$ cat config.mk
export PLATFORM = sky130hd
export DESIGN_NAME = cfu_top
export DESIGN_NICKNAME = d
export VERILOG_FILES = /design/src/rtl/cfu_pkg.sv /design/src/rtl/cfu_ctrl.sv /design/src/rtl/cfu_datapath.sv /design/src/rtl/cfu_top.sv
export SDC_FILE = /design/constraint.sdc
export NUM_CORES = 1
export LEC_CHECK = 0
export BUFFER_PORTS_ARGS = -buffer_cell sky130_fd_sc_hd__buf_2
export CORE_MARGIN = 2
export CORE_UTILIZATION = 35
export DETAILED_ROUTE_END_ITERATION = 16
export HOLD_SLACK_MARGIN = 0.03
export PLACE_DENSITY = 0.67
export SYNTH_ARGS = -nofsm -noshare
export SYNTH_HDL_FRONTEND = slang
export SYNTH_SLANG_ARGS = --single-unit
$ cat constraint.sdc
create_clock -name clk -period 9.3 [get_ports clk]
set_clock_uncertainty 0.15 [all_clocks]
set_input_delay 0 -clock clk [delete_from_list [all_inputs] [get_ports clk]]
set_output_delay 0 -clock clk [all_outputs]
set_load 0.01 [all_outputs]
$ cat src/rtl/cfu_pkg.sv
package cfu_pkg;

  localparam int OP_W = 4;

  typedef enum logic [OP_W-1:0] {
    OP_NOP  = 4'h0,
    OP_EQ   = 4'h1,
    OP_LT   = 4'h2,
    OP_LE   = 4'h3,
    OP_LTU  = 4'h4,
    OP_LEU  = 4'h5,
    OP_EQU  = 4'h6,
    OP_BIT  = 4'h7,
    OP_JUMP = 4'h8,
    OP_MOVE = 4'h9
  } opKind_e;

  typedef enum logic [1:0] {
    REL_EQ,
    REL_LT,
    REL_LE,
    REL_BIT
  } relSel_e;

  typedef struct packed {
    logic    flagWrite;
    logic    selImm;
    logic    signedCmp;
    relSel_e rel;
    logic    jumpReq;
    logic    moveReq;
  } ctrlStrobe_t;

endpackage

$ cat src/rtl/cfu_ctrl.sv
module cfu_ctrl
  import cfu_pkg::*;
(
  input  logic [OP_W-1:0] opCode,
  input  logic            useImm,
  output ctrlStrobe_t     strobes
);

  opKind_e opKind;

  assign opKind = opKind_e'(opCode);

  always_comb begin
    strobes           = '0;
    strobes.rel       = REL_EQ;
    strobes.selImm    = useImm;
    case (opKind)
      OP_EQ: begin
        strobes.flagWrite = 1'b1;
        strobes.signedCmp = 1'b1;
        strobes.rel       = REL_EQ;
      end
      OP_LT: begin
        strobes.flagWrite = 1'b1;
        strobes.signedCmp = 1'b1;
        strobes.rel       = REL_LT;
      end
      OP_LE: begin
        strobes.flagWrite = 1'b1;
        strobes.signedCmp = 1'b1;
        strobes.rel       = REL_LE;
      end
      OP_LTU: begin
        strobes.flagWrite = 1'b1;
        strobes.rel       = REL_LT;
      end
      OP_LEU: begin
        strobes.flagWrite = 1'b1;
        strobes.rel       = REL_LE;
      end
      OP_EQU: begin
        strobes.flagWrite = 1'b1;
        strobes.rel       = REL_EQ;
      end
      OP_BIT: begin
        strobes.flagWrite = 1'b1;
        strobes.selImm    = 1'b0;
        strobes.rel       = REL_BIT;
      end
      OP_JUMP: strobes.jumpReq = 1'b1;
      OP_MOVE: strobes.moveReq = 1'b1;
      default: strobes.selImm = 1'b0;
    endcase
  end

endmodule

$ cat src/rtl/cfu_datapath.sv
module cfu_datapath
  import cfu_pkg::*;
#(
  parameter int DATA_W = 32,
  parameter int IMM_W  = 3,
  parameter int OFF_W  = 11,
  parameter int IDX_W  = $clog2(DATA_W)
) (
  input  logic              clk,
  input  logic              rstN,
  input  ctrlStrobe_t       strobes,
  input  logic [IMM_W-1:0]  immVal,
  input  logic [IDX_W-1:0]  bitIdx,
  input  logic [DATA_W-1:0] regA,
  input  logic [DATA_W-1:0] regB,
  input  logic              sense,
  input  logic [DATA_W-1:0] pcIn,
  input  logic [OFF_W-1:0]  offsetEnc,
  output logic              condFlag,
  output logic              branchTaken,
  output logic [DATA_W-1:0] branchTarget,
  output logic              moveEnable,
  output logic              illegalOffset
);

  localparam int IMM_PAD = DATA_W - IMM_W;
  localparam int OFF_PAD = DATA_W - OFF_W;

  logic [DATA_W-1:0] immSigned;
  logic [DATA_W-1:0] immUnsigned;
  logic [DATA_W-1:0] operandB;
  logic              isEqual;
  logic              lessSigned;
  logic              lessUnsigned;
  logic              isLess;
  logic              bitValue;
  logic              cmpResult;
  logic              flagQ;
  logic              senseMatch;
  logic [DATA_W-1:0] offsetExt;

  // second operand selection
  assign immSigned   = {{IMM_PAD{immVal[IMM_W-1]}}, immVal};
  assign immUnsigned = {{IMM_PAD{1'b0}}, immVal};

  always_comb begin
    if (!strobes.selImm)        operandB = regB;
    else if (strobes.signedCmp) operandB = immSigned;
    else                        operandB = immUnsigned;
  end

  // relation evaluation
  assign isEqual      = (regA == operandB);
  assign lessSigned   = ($signed(regA) < $signed(operandB));
  assign lessUnsigned = (regA < operandB);
  assign isLess       = strobes.signedCmp ? lessSigned : lessUnsigned;
  assign bitValue     = regA[bitIdx];

  always_comb begin
    case (strobes.rel)
      REL_EQ:  cmpResult = isEqual;
      REL_LT:  cmpResult = isLess;
      REL_LE:  cmpResult = isLess | isEqual;
      default: cmpResult = bitValue;
    endcase
  end

  // stored condition flag
  always_ff @(posedge clk) begin
    if (!rstN)                  flagQ <= 1'b0;
    else if (strobes.flagWrite) flagQ <= cmpResult;
  end

  assign condFlag   = flagQ;
  assign senseMatch = (flagQ == sense);

  // jump resolution
  assign offsetExt     = {{OFF_PAD{offsetEnc[OFF_W-1]}}, offsetEnc};
  assign branchTarget  = pcIn + offsetExt;
  assign illegalOffset = strobes.jumpReq & offsetEnc[0];
  assign branchTaken   = strobes.jumpReq & senseMatch & ~offsetEnc[0];

  // conditional move resolution
  assign moveEnable = strobes.moveReq & senseMatch;

endmodule

$ cat src/rtl/cfu_top.sv
module cfu_top
  import cfu_pkg::*;
#(
  parameter int DATA_W = 32,
  parameter int IMM_W  = 3,
  parameter int OFF_W  = 11,
  parameter int IDX_W  = $clog2(DATA_W)
) (
  input  logic              clk,
  input  logic              rstN,
  input  logic [3:0]        opCode,
  input  logic              useImm,
  input  logic [IMM_W-1:0]  immVal,
  input  logic [IDX_W-1:0]  bitIdx,
  input  logic [DATA_W-1:0] regA,
  input  logic [DATA_W-1:0] regB,
  input  logic              sense,
  input  logic [DATA_W-1:0] pcIn,
  input  logic [OFF_W-1:0]  offsetEnc,
  output logic              condFlag,
  output logic              branchTaken,
  output logic [DATA_W-1:0] branchTarget,
  output logic              moveEnable,
  output logic              illegalOffset
);

  ctrlStrobe_t strobes;

  cfu_ctrl i_ctrl (
    .opCode  (opCode),
    .useImm  (useImm),
    .strobes (strobes)
  );

  cfu_datapath #(
    .DATA_W (DATA_W),
    .IMM_W  (IMM_W),
    .OFF_W  (OFF_W),
    .IDX_W  (IDX_W)
  ) i_datapath (
    .clk           (clk),
    .rstN          (rstN),
    .strobes       (strobes),
    .immVal        (immVal),
    .bitIdx        (bitIdx),
    .regA          (regA),
    .regB          (regB),
    .sense         (sense),
    .pcIn          (pcIn),
    .offsetEnc     (offsetEnc),
    .condFlag      (condFlag),
    .branchTaken   (branchTaken),
    .branchTarget  (branchTarget),
    .moveEnable    (moveEnable),
    .illegalOffset (illegalOffset)
  );

endmodule

* After elaboration in Yosys (flattened, before gate mapping)
Cells that the tools add are included.
** Storage, ports and cells
- Register bits after elaboration :: 1
- Output and inout bits :: 36
- Word-level logic and storage cells :: 42
** Cells by class
- Add/sub/neg operators :: 1
- Magnitude comparators :: 3
- Equal/unequal tests :: 13
- Muxes and demuxes :: 12
- Bitwise operators :: 6
- Reductions and logical operators :: 6
** Operator list (number)
- < comparator 32 bit :: 2
- 2-to-1 mux 32 bit :: 2
- adder 32 bit :: 1
- equality test 32 bit :: 1
- equality test 4 x 3 -> 1 bit (second input constant) :: 4
- equality test 4 x 2 -> 1 bit (second input constant) :: 2
- equality test 4 bit (second input constant) :: 2
- OR reduction 8 bit :: 1
- 2-to-1 mux 1 bit :: 7
- OR reduction 7 bit :: 1
- < comparator 5 x 6 -> 1 bit (second input constant) :: 1
- one-hot mux 2 bit (3 select lines) :: 1
- binary-select mux 1 bit (select 5 bit) :: 1
- AND 1 bit :: 4
- equality test 4 x 1 -> 1 bit (second input constant) :: 1
- OR reduction 2 bit :: 2
- one-hot mux 1 bit (3 select lines) :: 1
- OR reduction 3 bit :: 1
- equality test 2 x 1 -> 1 bit (second input constant) :: 1
- equality test 2 bit (second input constant) :: 1
- logical NOT 2 bit :: 1
- equality test 1 bit :: 1
- NOT 1 bit :: 1
- bitwise OR 1 bit :: 1

* Depth between registers and ports, before layout
- Word-level depth :: 9
- Gate-level depth with buffers :: 15
- Gate-level depth less buffers :: 14

* Cells and area by module
Synthesis repeated with hierarchy kept, for this count alone.
** Second synthesis, totals
- Cell total of the unflattened synthesis :: 412
- Area total of the unflattened synthesis :: 2990.4 sq um
** Modules (own cells, without submodules)
- cfu_datapath :: instances 1, cells each 394, area each 2884.0 sq um
- cfu_ctrl :: instances 1, cells each 18, area each 106.4 sq um

* Worst setup path after synthesis
Ideal clock, no wire load.
- Path kind :: in2reg
- Start :: input opCode[2]
- End :: register i_datapath.flagQ (netlist: i_datapath.condFlag)
- Arrival time :: 3040 ps
- Required time :: 9076 ps
- Slack :: 6036 ps
- Cell stages on the path :: 15
- Buffers on the path :: 1
- Cell sequence :: and2_1 o21ai_0 nand3_1 a21oi_1 clkbuf_1 o21ai_0 ha_1 and4_1 o21ai_1 o2111ai_1 a221o_1 a221o_1 a221oi_2 a41oi_1 a31oi_1
** Between the ends
- Longest elaborated chain between the ends :: 9
- Elaborated cells between the ends (all ways) :: 29
** Ends and longest elaborated chain
- start, declared :: line cfu_top.sv:11 : input logic [3:0] opCode,
- equality test 4 x 1 -> 1 bit / equality test 4 x 2 -> 1 bit (equally long branches) :: line cfu_ctrl.sv:17 : case (opKind)
- OR reduction 3 bit (no source line)
- 2-to-1 mux 1 bit :: line cfu_ctrl.sv:17
- 2-to-1 mux 32 bit :: line cfu_datapath.sv:48 : else if (strobes.signedCmp) operandB = immSigned;
- 2-to-1 mux 32 bit :: line cfu_datapath.sv:47 : if (!strobes.selImm) operandB = regB;
- < comparator 32 bit, on equally long branches :: line cfu_datapath.sv:55, cfu_datapath.sv:54
- 2-to-1 mux 1 bit :: line cfu_datapath.sv:56 : assign isLess = strobes.signedCmp ? lessSigned : lessUnsigned;
- bitwise OR 1 bit :: line cfu_datapath.sv:63 : REL_LE: cmpResult = isLess | isEqual;
- one-hot mux 1 bit (3 select lines) :: line cfu_datapath.sv:60 : case (strobes.rel)
- end signal, assigned :: line cfu_datapath.sv:71 : else if (strobes.flagWrite) flagQ <= cmpResult;
- end, declared :: line cfu_datapath.sv:38 : logic flagQ;
Parallel ways exist; a longest one is shown, timed or not.
A chain may end at the register's enable or synchronous reset.

* Final worst setup path
Same ends and word-level chain as after synthesis.

==> impl.org <==
** Synth
- Gate count after technology mapping :: roughly 370
- Register area share after synthesis :: less than 1%
- Leading cell types by total area after synthesis :: sky130_fd_sc_hd__ha_1 27%, sky130_fd_sc_hd__o21ai_0 8.3%, sky130_fd_sc_hd__mux4_2 7.0%, sky130_fd_sc_hd__xnor2_1 6.1%, sky130_fd_sc_hd__a21o_1 6.0%
- After synthesis the netlist holds a flip-flop and latch count of 1.
- Number of nets in the synthesized netlist :: around 560
- Top cell type's share of synthesized area :: between 20% and 30%
- EDFF count, synth :: 0
- Total number of yosys warnings :: 0
- Cell type with the largest total area after synthesis :: sky130_fd_sc_hd__ha_1
- Most instantiated flip-flop cell in the synthesis netlist :: sky130_fd_sc_hd__dfxtp_1
- The commonest cells after synthesis are 63 x sky130_fd_sc_hd__ha_1, 48 x sky130_fd_sc_hd__o21ai_0, 34 x sky130_fd_sc_hd__a21oi_1.
- Of all flip-flops after synthesis, the portion carrying an async set or reset was 0%.
- The cell area that synthesis handed to floorplanning was between 2000 and 3000 um2.
- In the post-synthesis netlist, the cell with the most instances is sky130_fd_sc_hd__ha_1.
- Averaged over all synthesized cells, the footprint is 7.787 um2.
- Yosys cell types :: 59

** Worst setup path
- Worst Reg2Reg Path Length in Cells :: 2
- Crit path launch type :: primary input
- Data on the critical path is required at its endpoint by between 9 and 10 ns.
- STA classifies the critical path endpoint as a flop.
- STA puts the critical path data arrival time at 3.86 ns.
- The worst setup path is of the in -> reg kind.
- Worst-path fanout max :: 29

** Placement
- Post-DP HPWL :: roughly 7600 um
- Final weighted congestion in routability-driven placement :: ~0.85
- Port buffer count :: roughly 160

** Die
- Total die area :: between 8000 and 9000 um2
- In this run the horizontal extent of the chip is around 95 um.
- The core region is 8093 um2.
- For this configuration, the core starts out at a cell density of 35.70%.
- Number of placement rows :: 33
- In this run the count of I/O pins placed on the die edge is about 160.
- Height of the chip :: approximately 95 um

** Cells and area
- The net count of the finished layout is approximately 700.
- From synthesis to final layout, the design area changed by 30.19%.
- Of the cells placed in the final design, the portion with a size suffix greater than 1 is a little over a third.
- Number of flip-flops under the largest register name :: 1
- Number of diodes :: 0
- Fin util :: a little under half

** Timing
- For the pin with the worst max-slew slack, the measured transition is between 0.9 and 1 ns.
- The number of slew-limit violations in the final report is 0.
- Setup repair after global routing left no endpoint under its margin.
- Final critical-path share of the clock period :: about 44%
- Fmax :: approximately 240 MHz
- Measured against its own limit, the worst slew margin works out to about a third.
- Final TNS setup :: 0 ns
- Setup violations remaining at the end of the flow were counted as 0.
- Hold timing on the final database bottoms out at a slack of approximately 0.12 ns.
- Count of endpoints failing hold in the final timing report :: 0
- The worst path in the final design needs a cycle of slightly above 4 ns, including I/O delays and setup.

** Routing
- In the routed design, unresolved DRC markers number 0.
- Total number of vias :: between 3,000 and 4,000
- Aggregate routed wire length :: 8627 um
- Drt wl/cell :: 13.83 um
- First DRT Iteration DRCs :: roughly 110
- The count of nets left with antenna violations once routing finished came out at 0.
- Post-detailed-route via-to-cell ratio :: approximately 5.5
- The first detailed-routing pass took 4 iterations.

** Power and ir drop
- The worst-case IR drop observed on VDD is around 26 uV.
- Power per cell area :: roughly 70 nW/um2
- Static leakage :: about 1.9 nW
- Power comes to roughly 0.26 mW.

** Worst hold path
- Number of cells on the worst hold path :: 3
- Type of the worst min-delay path :: in -> out

** Status
- Run status :: completed

** Global routing
- Aggregate global routing overflow :: 0
- The via count of the first global-routing pass came to about 3,200.
- For this run, the total global-route usage over all layers was measured as ~18%.
- The number of antenna violations at the first check in global routing is 0.
- Global-route wire length before repair :: between 10,000 and 15,000 um
- Pin count of the biggest net entering global routing :: 33

** Clock network
- Once the clock tree was built, the resizer swapped 0 gates to a different size.
- Clock-pin slew of the registers on the worst-case setup and hold paths :: 0 ns
- The number of hold buffers added after CTS was 0.
- Clock insertion delay at the later pin of the skew report :: 0 ns
- Once the clock tree was built, the setup fixing pass inserted 0 buffers.

** Run
- # Max-Cap Violations :: 0
-- worst max-delay path, stage by stage --
cell	delay (ns)
sky130_fd_sc_hd__buf_2	0.14
sky130_fd_sc_hd__and2_1	0.17
sky130_fd_sc_hd__o21ai_0	0.23
sky130_fd_sc_hd__nand4_1	0.80
sky130_fd_sc_hd__o21ai_0	0.35
sky130_fd_sc_hd__ha_1	0.30
sky130_fd_sc_hd__and4_1	0.21
sky130_fd_sc_hd__o21ai_1	0.08
sky130_fd_sc_hd__o2111ai_1	0.15
sky130_fd_sc_hd__a221o_1	0.38
sky130_fd_sc_hd__a221o_1	0.34
sky130_fd_sc_hd__a221oi_2	0.38
sky130_fd_sc_hd__a41oi_1	0.15
sky130_fd_sc_hd__a31oi_1	0.18
-- report_power, final --
part           switching [mW]  internal, mW  total, mW
sequential           0.000403       0.00479    0.00519
clock                       0             0          0
combinational           0.137         0.122      0.259
total                   0.138         0.127      0.264
-- cells by family after synthesis --
group           count (synthesis)  share of synthesized area [%]
mux                            15                          9.181
flops                           1                         0.6930
xor+xnor                       28                          8.489
simple gates                   98                          18.15
fa+ha+maj                      64                          27.98
compound gates                144                          32.09
buf+inv                        21                          3.422
-- cell usage in the layout, fill, tap and decap left out, drive strengths merged, types with 4 or more instances in the layout --
cell,netlist,final
nand2b,5,5
nand4,10,10
nand2,23,23
a211oi,5,5
o21ai,49,49
nand3,9,9
buf,4,159
inv,10,10
nor3,6,6
mux2i,4,4
nor2,19,19
mux4,9,9
and3,4,4
ha,63,63
o21a,4,4
xnor2,20,20
xor2,8,8
a31oi,4,4
nor2b,8,8
a21o,23,23
a21oi,35,35
-- worst paths after layout --
check,from,endpoint,slack [ns]
setup / recovery,opCode[2],i_datapath.condFlag,5.21
hold / removal,offsetEnc[0],branchTaken,0.12
setup reg to reg,i_datapath.condFlag,i_datapath.condFlag,8.46
hold reg to reg,i_datapath.condFlag,i_datapath.condFlag,0.45
-- through the flow --
step | area [um2] | setup slack, ns | cells
floorplan | 2889 | 6.036 | 371
finish | 3761 | 5.207 | 624
detailed placement | 3761 | 5.210 | 624
global route | 3761 | 4.731 | 624
global placement | 3761 | 5.409 | 624
CTS | 3761 | 5.205 | 624
-- metal layers --
| layer | share of wire [%] | track usage (%) |
|---|---|---|
| met3 | 6.4 | 1.197 |
| met4 | 1.8 | 3.382 |
| met5 | 0 | 0 |
| met2 | 49 | 34.99 |
| met1 | 42 | 22.09 |
-- final cells by class --
type	instances	area, um2
inverters	10	37.54
repair buffers	159	798.3
well taps	105	131.4
fillers	835	4332
flip-flops and latches	1	20.02
multi-input cells	349	2774
Note: power is estimated with default switching activity, not from simulation.
